File: src/rtl/moesi_pkg.sv
package moesi_pkg;

    typedef enum logic [2:0] {
        ST_I = 3'd0,
        ST_S = 3'd1,
        ST_E = 3'd2,
        ST_O = 3'd3,
        ST_M = 3'd4
    } line_state_e;

    typedef enum logic [1:0] {
        BUS_NONE = 2'd0,
        BUS_RD   = 2'd1,
        BUS_RDX  = 2'd2,
        BUS_UPG  = 2'd3
    } bus_req_e;

    localparam logic [2:0] OP_PRD   = 3'd0;
    localparam logic [2:0] OP_PWR   = 3'd1;
    localparam logic [2:0] OP_SRD   = 3'd2;
    localparam logic [2:0] OP_SRDX  = 3'd3;
    localparam logic [2:0] OP_SUPG  = 3'd4;
    localparam logic [2:0] OP_EVICT = 3'd5;

    typedef struct packed {
        line_state_e nxt;
        logic        supply;
        logic        wb;
        bus_req_e    bus;
    } line_act_t;

    typedef struct packed {
        logic        vld;
        logic        hit;
        line_state_e st;
        logic        sup;
        logic        wb;
        bus_req_e    bus;
        logic [2:0]  op;
        line_state_e prev;
    } resp_t;

endpackage

File: src/rtl/moesi_line_next.sv
module moesi_line_next
    import moesi_pkg::*;
(
    input  line_state_e cur,
    input  logic [2:0]  op,
    input  logic        shared,
    output line_act_t   act
);

    logic dirty;
    assign dirty = (cur == ST_M) || (cur == ST_O);

    always_comb begin
        act.nxt    = cur;
        act.supply = 1'b0;
        act.wb     = 1'b0;
        act.bus    = BUS_NONE;
        case (op)
            OP_PRD: begin
                if (cur == ST_I) begin
                    act.nxt = shared ? ST_S : ST_E;
                    act.bus = BUS_RD;
                end
            end
            OP_PWR: begin
                act.nxt = ST_M;
                case (cur)
                    ST_I:       act.bus = BUS_RDX;
                    ST_S, ST_O: act.bus = BUS_UPG;
                    default:    act.bus = BUS_NONE;
                endcase
            end
            OP_SRD: begin
                if (dirty) begin
                    act.nxt    = ST_O;
                    act.supply = 1'b1;
                end else if (cur == ST_E) begin
                    act.nxt = ST_S;
                end
            end
            OP_SRDX, OP_SUPG: begin
                act.nxt    = ST_I;
                act.supply = dirty;
            end
            OP_EVICT: begin
                act.nxt = ST_I;
                act.wb  = dirty;
            end
            default: ;
        endcase
    end

endmodule

File: src/rtl/moesi_line_store.sv
module moesi_line_store
    import moesi_pkg::*;
#(
    parameter int NUM_LINES = 16,
    localparam int IDX_W = $clog2(NUM_LINES)
)(
    input  logic             clk,
    input  logic             rst_n,
    input  logic [IDX_W-1:0] rd_idx,
    output line_state_e      rd_state,
    input  logic             wr_en,
    input  logic [IDX_W-1:0] wr_idx,
    input  line_state_e      wr_state
);

    line_state_e lines_d [NUM_LINES];
    line_state_e lines_q [NUM_LINES];

    for (genvar g = 0; g < NUM_LINES; g++) begin : g_line
        always_comb begin
            lines_d[g] = lines_q[g];
            if (wr_en && (wr_idx == IDX_W'(g))) lines_d[g] = wr_state;
        end

        always_ff @(posedge clk) begin
            if (!rst_n) lines_q[g] <= ST_I;
            else        lines_q[g] <= lines_d[g];
        end
    end

    assign rd_state = lines_q[rd_idx];

    AST_STORE_LANDS: assert property (@(posedge clk) disable iff (!rst_n)
        wr_en |=> lines_q[$past(wr_idx)] == $past(wr_state));

endmodule

File: src/rtl/moesi_line_ctrl.sv
module moesi_line_ctrl
    import moesi_pkg::*;
#(
    parameter int NUM_LINES = 16,
    localparam int IDX_W = $clog2(NUM_LINES)
)(
    input  logic             clk,
    input  logic             rst_n,
    input  logic             req_valid,
    input  logic [2:0]       req_op,
    input  logic [IDX_W-1:0] req_idx,
    input  logic             fill_shared,
    output logic             resp_valid,
    output logic             resp_hit,
    output logic [2:0]       resp_state,
    output logic             resp_supply,
    output logic             resp_writeback,
    output logic [1:0]       resp_bus
);

    line_state_e cur;
    line_act_t   act;
    resp_t       r_d, r_q;

    moesi_line_store #(.NUM_LINES(NUM_LINES)) u_store (
        .clk      (clk),
        .rst_n    (rst_n),
        .rd_idx   (req_idx),
        .rd_state (cur),
        .wr_en    (req_valid),
        .wr_idx   (req_idx),
        .wr_state (act.nxt)
    );

    moesi_line_next u_next (
        .cur    (cur),
        .op     (req_op),
        .shared (fill_shared),
        .act    (act)
    );

    always_comb begin
        r_d     = r_q;
        r_d.vld = req_valid;
        r_d.hit = 1'b0;
        r_d.sup = 1'b0;
        r_d.wb  = 1'b0;
        r_d.bus = BUS_NONE;
        if (req_valid) begin
            r_d.hit  = (cur != ST_I);
            r_d.st   = act.nxt;
            r_d.sup  = act.supply;
            r_d.wb   = act.wb;
            r_d.bus  = act.bus;
            r_d.op   = req_op;
            r_d.prev = cur;
        end
    end

    always_ff @(posedge clk) begin
        if (!rst_n) r_q <= '0;
        else        r_q <= r_d;
    end

    assign resp_valid     = r_q.vld;
    assign resp_hit       = r_q.hit;
    assign resp_state     = r_q.st;
    assign resp_supply    = r_q.sup;
    assign resp_writeback = r_q.wb;
    assign resp_bus       = r_q.bus;

    AST_IDLE_QUIET: assert property (@(posedge clk) disable iff (!rst_n)
        !resp_valid |-> !resp_supply && !resp_writeback && resp_bus == 2'd0);
    AST_FILL_CLEAN: assert property (@(posedge clk) disable iff (!rst_n)
        resp_valid && resp_bus == 2'd1 |-> resp_state == 3'd1 || resp_state == 3'd2);
    AST_UPG_FROM_COPY: assert property (@(posedge clk) disable iff (!rst_n)
        resp_valid && resp_bus == 2'd3 |-> (r_q.prev == ST_S || r_q.prev == ST_O) && resp_state == 3'd4);
    AST_SUPPLY_DIRTY: assert property (@(posedge clk) disable iff (!rst_n)
        resp_supply |-> r_q.prev == ST_M || r_q.prev == ST_O);
    AST_WB_ON_EVICT: assert property (@(posedge clk) disable iff (!rst_n)
        resp_writeback |-> r_q.op == OP_EVICT && resp_state == 3'd0);
    AST_SNOOP_RD_NO_MEM: assert property (@(posedge clk) disable iff (!rst_n)
        resp_valid && r_q.op == OP_SRD |-> !resp_writeback && resp_bus == 2'd0);
    AST_RESP_FOLLOWS_REQ: assert property (@(posedge clk) disable iff (!rst_n)
        req_valid |=> resp_valid);

endmodule

File: config.mk
export PLATFORM = sky130hd
export DESIGN_NAME = moesi_line_ctrl
export DESIGN_NICKNAME = d
export VERILOG_FILES = /design/src/rtl/moesi_pkg.sv /design/src/rtl/moesi_line_next.sv /design/src/rtl/moesi_line_store.sv /design/src/rtl/moesi_line_ctrl.sv
export SDC_FILE = /design/constraint.sdc
export NUM_CORES = 1
export LEC_CHECK = 0
export ABC_AREA = 1
export ABC_CLOCK_PERIOD_IN_PS = 4000
export BUFFER_PORTS_ARGS = -buffer_cell sky130_fd_sc_hd__buf_2
export CAP_MARGIN = 30
export CORE_MARGIN = 2
export CORE_UTILIZATION = 39
export CTS_CLUSTER_SIZE = 24
export DETAILED_ROUTE_END_ITERATION = 16
export GPL_ROUTABILITY_DRIVEN = 0
export HOLD_SLACK_MARGIN = 0.03
export PLACE_DENSITY_LB_ADDON = 0.2
export SLEW_MARGIN = 20
export SYNTH_ARGS = -nofsm -noshare
export SYNTH_HDL_FRONTEND = slang
export SYNTH_HIERARCHICAL = 1
export SYNTH_SLANG_ARGS = --single-unit
File: constraint.sdc
create_clock -name clk -period 4 [get_ports clk]
set_clock_uncertainty 0.15 [all_clocks]
set_input_delay 0.2 -clock clk [delete_from_list [all_inputs] [get_ports clk]]
set_output_delay 0.2 -clock clk [all_outputs]
set_load 0.02 [all_outputs]
Yosys cells after proc, flatten, opt, wreduce, memory -nomap -nowiden
Memories as Yosys holds them, arrays and structs flattened. Cells that the tools add are included.

Input port bits: 11. Flip-flop bits (word level): 9. Logic and storage cells: 149. Memories: 1. Bits in writable memories: 48. Output and inout bits: 9.

Muxes and demuxes: 44. Bitwise logic cells: 16. Equal/unequal tests: 40. Reductions and logical operators: 42.

Memory list: u_store.lines_q (depth 16, bits a word 3, read ports 1, clocked after memory_dff 0, write ports 16, RTL line moesi_line_store.sv:17) `line_state_e lines_q [NUM_LINES];`.

Operators by type and width (count): $mux W3 (35); $reduce_and A2 Y1 (17); $eq A4 B4 Y1 const B (8); $eq A4 B3 Y1 const B (4); $logic_and A1 B1 Y1 (16); $ne A1 B1 Y1 const B (16); $or A1 B1 Y1 (16); $eq A3 B2 Y1 const B (4); $pmux W3 S4 (1); $eq A3 B3 Y1 const B (3); $eq A4 B2 Y1 const B (2); $pmux W2 S2 (2); $eq A3 B1 Y1 const B (2); $logic_not A3 Y1 (2); $eq A4 B1 Y1 const B (1); $logic_not A4 Y1 (1); $mux W1 (4); $reduce_or A2 Y1 (2); $reduce_and A3 Y1 (1); $reduce_bool A3 Y1 (1); $reduce_or A3 Y1 (1); $mux W2 (1); $pmux W1 S2 (1); $logic_or A1 B1 Y1 (1).

Depth between registers and ports, before layout
An unclocked memory read counts as a cell.

Word-level depth: 7. Depth in mapped cells: 19. Depth with buffers taken out: 17.

Modules after synthesis
Netlist, hierarchy kept.

By module, submodules not included: moesi_line_store (seq. area each 1441.4 um^2, area each 2558.7 um^2, instances 1, cells an instance 311); moesi_line_ctrl (seq. area each 180.2 um^2, area each 292.8 um^2, instances 1, cells an instance 37); moesi_line_next (seq. area each 0.0 um^2, area each 195.2 um^2, instances 1, cells an instance 41).

Worst setup path after synthesis
No wires, ideal clock.

Path type: input -> register. From: input req_idx[0]. To: memory u_store/lines_q[0][0] (netlist bit) (data pin). Path slack: 1.683 ns. Stages: 17. Required time: 3.584 ns. Arrival: 1.901 ns. Buffers on the path: 3. Setup time: 0.266 ns. Path through: buf_2 -> inv_1 -> buf_6 -> nand2_1 -> nand3_1 -> nand3_1 -> nand3_1 -> nand2_1 -> inv_1 -> nand2_2 -> nand2_2 -> nand2_1 -> nand2_1 -> nand3_2 -> inv_1 -> clkbuf_1 -> nor2_1.

RTL lines: start: declaration (RTL line moesi_line_ctrl.sv:11) `input logic [IDX_W-1:0] req_idx,`; end: declaration (RTL line moesi_line_store.sv:17).

==> impl_results.md <==
* HP Class: in -> reg
* Ys Warns at 6
* Fin crit period at 2.99 ns
* CP Capture Type: register
* Placed cell count at approximately 500
* Worst reg2reg path endpoint: u_store/lines_q[11][0]
* Worst Reg-to-Reg Cells at 14
* Post-cts sizing count at 0
* Fmax at between 300 and 400 MHz
* Slew @ Worst Pin at between 0.7 and 0.8 ns
* CP max-delay cell: inv_1
* Fin. Hold Viols at 0
* DR iter-0 viols at 168
* Global-route usage over all layers at 18.3%
* Sequential power share at about half
* Buf/Inv on CP at 4
* Worst hold endpoint: resp_writeback
* Layout cells sized above 1 at 10.7%
* Synthesized cell area at a little over 3000 µm²
* Leading area contributor after synthesis: edfxtp_1
* Port bufs at 19
* Max-Cap Viols at 0
* TritonCTS Buffers at 9
* Hold path cells at 5
* Die Wd at slightly above 90 µm
* CTS root buf: clkbuf_8
* Drt first pass iters at 5
* Worst-path clk slew at around 0.06 ns
* P per Cell Area at about 400 nW/µm²
* # nets final at between 400 and 500
* P_leak at between 1.5 and 2 nW
* Critical Path Start Type: input port
* Period utilization at around three quarters
* Cell Int Power at 994 µW
* Top cell by count, worst path: nand2_1
* First-pass GRT wire length at ~12,000 µm
* NetSw at 368 µW
* Synth Register Bits at 57
* Initial Util at ~40%
* Hpwl dp at roughly 5000 µm
* CTS tree: built
* Final Slew Violations at 0
* Vias per cell at between 4 and 5
* Total chip power at ~1.4 mW
* Comb power frac at 13.0%
* Clk buf depth at 2
* Largest net degree at the start of global routing at 37
* Routed WL at 7190 µm
* Diode count at 0
* Worst reg-to-reg setup slack at 1.42 ns
* RSZ-0062 raised after global routing: no
* Synth top area share at a little under half
* Syn Area/Cell at 7.83 µm²
* Ranking of synthesized cells by area: edfxtp_1 (47%), nand2_1 (13%), nand3_1 (8.4%)
* Cells after Synth at a little under 400
* Clock sink count at 57
* Gr ovfl total at 0
* Post-synthesis sequential area ratio at between 50% and 60%
* Worst Path Max Fanout at 29
* Sw frac at between 20% and 30%
* Fin cells at between 500 and 600
* Area Growth Syn to Fin at 11.3%
* IO Count at 20
* CTS H-tree depth at 3
* Critical path class: in -> reg
* WP data required at around 4 ns
* Clock Power Share at 37.4%
* Initial antenna violation count at 0
* Core area at approximately 7600 µm²
* DRC errors left at 0
* Routed len/inst at between 10 and 15 µm
* Commonest non-fill, non-tap cell in the layout: nand2_1
* Post-CTS setup buffers at 0
* Vias in the first global route at approximately 2,400
* Most frequent cells in the layout: nand2_1 (103), nor2_1 (66), inv_1 (63), nand3_1 (51), edfxtp_1 (48)
* Die Y at a little over 90 µm
* Row count at 32
* Status: complete, no violations
* WHS at roughly 0.073 ns
* Worst-skew pair later-pin latency at roughly 0.34 ns
* CP arrival at between 2 and 3 ns
* Top Family by Delay on Critical Path: buffers and inverters
* Die area at around 8500 µm²
* Yosys cell types at 23
* Mapped Nets at 400
* Detail Route Antenna Nets at 0
* Setup violators final at 0
* Hold buffer count at cts at 0
* Critical Path, Cell by Cell: buf_2 -> inv_1 -> nand2_1 -> nand2_1 -> nand2_1 -> nand3_1 -> nand3_1 -> nand2_1 -> inv_1 -> nand2_2 -> nand2_2 -> nand2_1 -> nand2_1 -> nand3_2 -> inv_1 -> nor2_1
* Hold Startpoint: req_op[0]
* Worst VDD drop at approximately 0.24 mV
* Vias post-DR at roughly 2,500
* Rel. slew slack at 52.6%
* Total negative slack at 0 ns
* Worst flop-to-flop path startpoint: u_store/lines_q[1][2]
* Largest stage delay, worst path at about 0.5 ns
-- state kept, by name, indices dropped and copies added (netlist names) --
register,flops
resp_bus,2
resp_valid,1
resp_supply,1
resp_hit,1
resp_writeback,1
resp_state,3
u_store/lines_q,48
-- per-layer routing --
layer / share of wire, % / track usage, % / routed length, µm / vias up
li1: - / - / - / 1267
met1: 46 / 24.4 / 3320 / 1176
met3: 4.8 / 4.72 / 344 / 9
met2: 48 / 29.4 / 3430 / 70
met5: 0 / 0 / 0 / -
met4: 1.3 / 5.72 / 97 / 0
-- area by class of cell --
class	count	area [µm²]
Clock buffer	10	128
Clock inverter	6	58.8
Fill cell	789	4260
Inverter	65	244
Multi-Input combinational cell	253	1110
Sequential cell	57	1620
Tap cell	102	128
Timing Repair Buffer	20	103
-- how the worst max path moves through the flow --
stage,slack (ns),end,from,cells past startpoint
3_3_place_gp,0.69,u_store/lines_q[11][0],req_idx[0],16
4_1_cts,0.99,u_store/lines_q[11][0],req_idx[0],16
6_report,1.01,u_store/lines_q[11][0],req_idx[0],16
2_1_floorplan,1.68,u_store/lines_q[0][0],req_idx[0],17
3_5_place_dp,0.64,u_store/lines_q[11][0],req_idx[0],16
5_1_grt,0.67,u_store/lines_q[7][0],req_idx[0],16
-- logic make-up (layout without fill, tap and decap cells) --
logic type / Yosys count / in the layout / synth area share (%)
DFF: 57 / 57 / 53.2
buffers and inverters: 79 / 101 / 10.4
AOI/OAI and AO/OA: 17 / 17 / 3.16
and+or+nand+nor: 236 / 236 / 33.2
-- worst register-to-register path, cell delays in order (launching register included) --
cell and delay (ns):
edfxtp_1 0.38, inv_1 0.06, nand2_1 0.05, nand3_1 0.09
nand3_1 0.11, nand3_1 0.10, nand2_1 0.16, inv_1 0.21
nand2_2 0.07, nand2_2 0.10, nand2_1 0.06, nand2_1 0.07
nand3_2 0.07, inv_1 0.50, nor2_1 0.13
-- stage by stage --
stage | utilization (%) | setup slack, ns | area, µm²
after global placement | 41.9 | 0.686 | 3200
after detailed placement | 41.9 | 0.644 | 3200
after CTS | 44.3 | 0.989 | 3390
final | 44.3 | 1.01 | 3390
after global routing | 44.3 | 0.675 | 3390
after floorplan | - | 1.68 | 3050
-- Yosys cell counts (all sizes together) --
| master | count |
|---|---|
| nand2 | 107 |
| nor2 | 66 |
| inv | 65 |
| nand3 | 52 |
| edfxtp | 48 |
| o21ai | 12 |
| dfxtp | 9 |
| nand4 | 8 |
| buf | 7 |
| clkbuf | 7 |
| nor3 | 3 |
| a21oi | 2 |
| a211oi | 1 |
| o21bai | 1 |
| o31ai | 1 |
-- power by group through the flow --
stage | logic, mW | registers [mW] | clock network, mW
after floorplan | 0.119 | 0.691 | 0
after global placement | 0.177 | 0.687 | 0
after detailed placement | 0.177 | 0.688 | 0
after CTS | 0.178 | 0.675 | 0.523
after global routing | 0.200 | 0.677 | 0.555
final | 0.178 | 0.675 | 0.509
No activity file was read; power rests on OpenSTA's default activity.
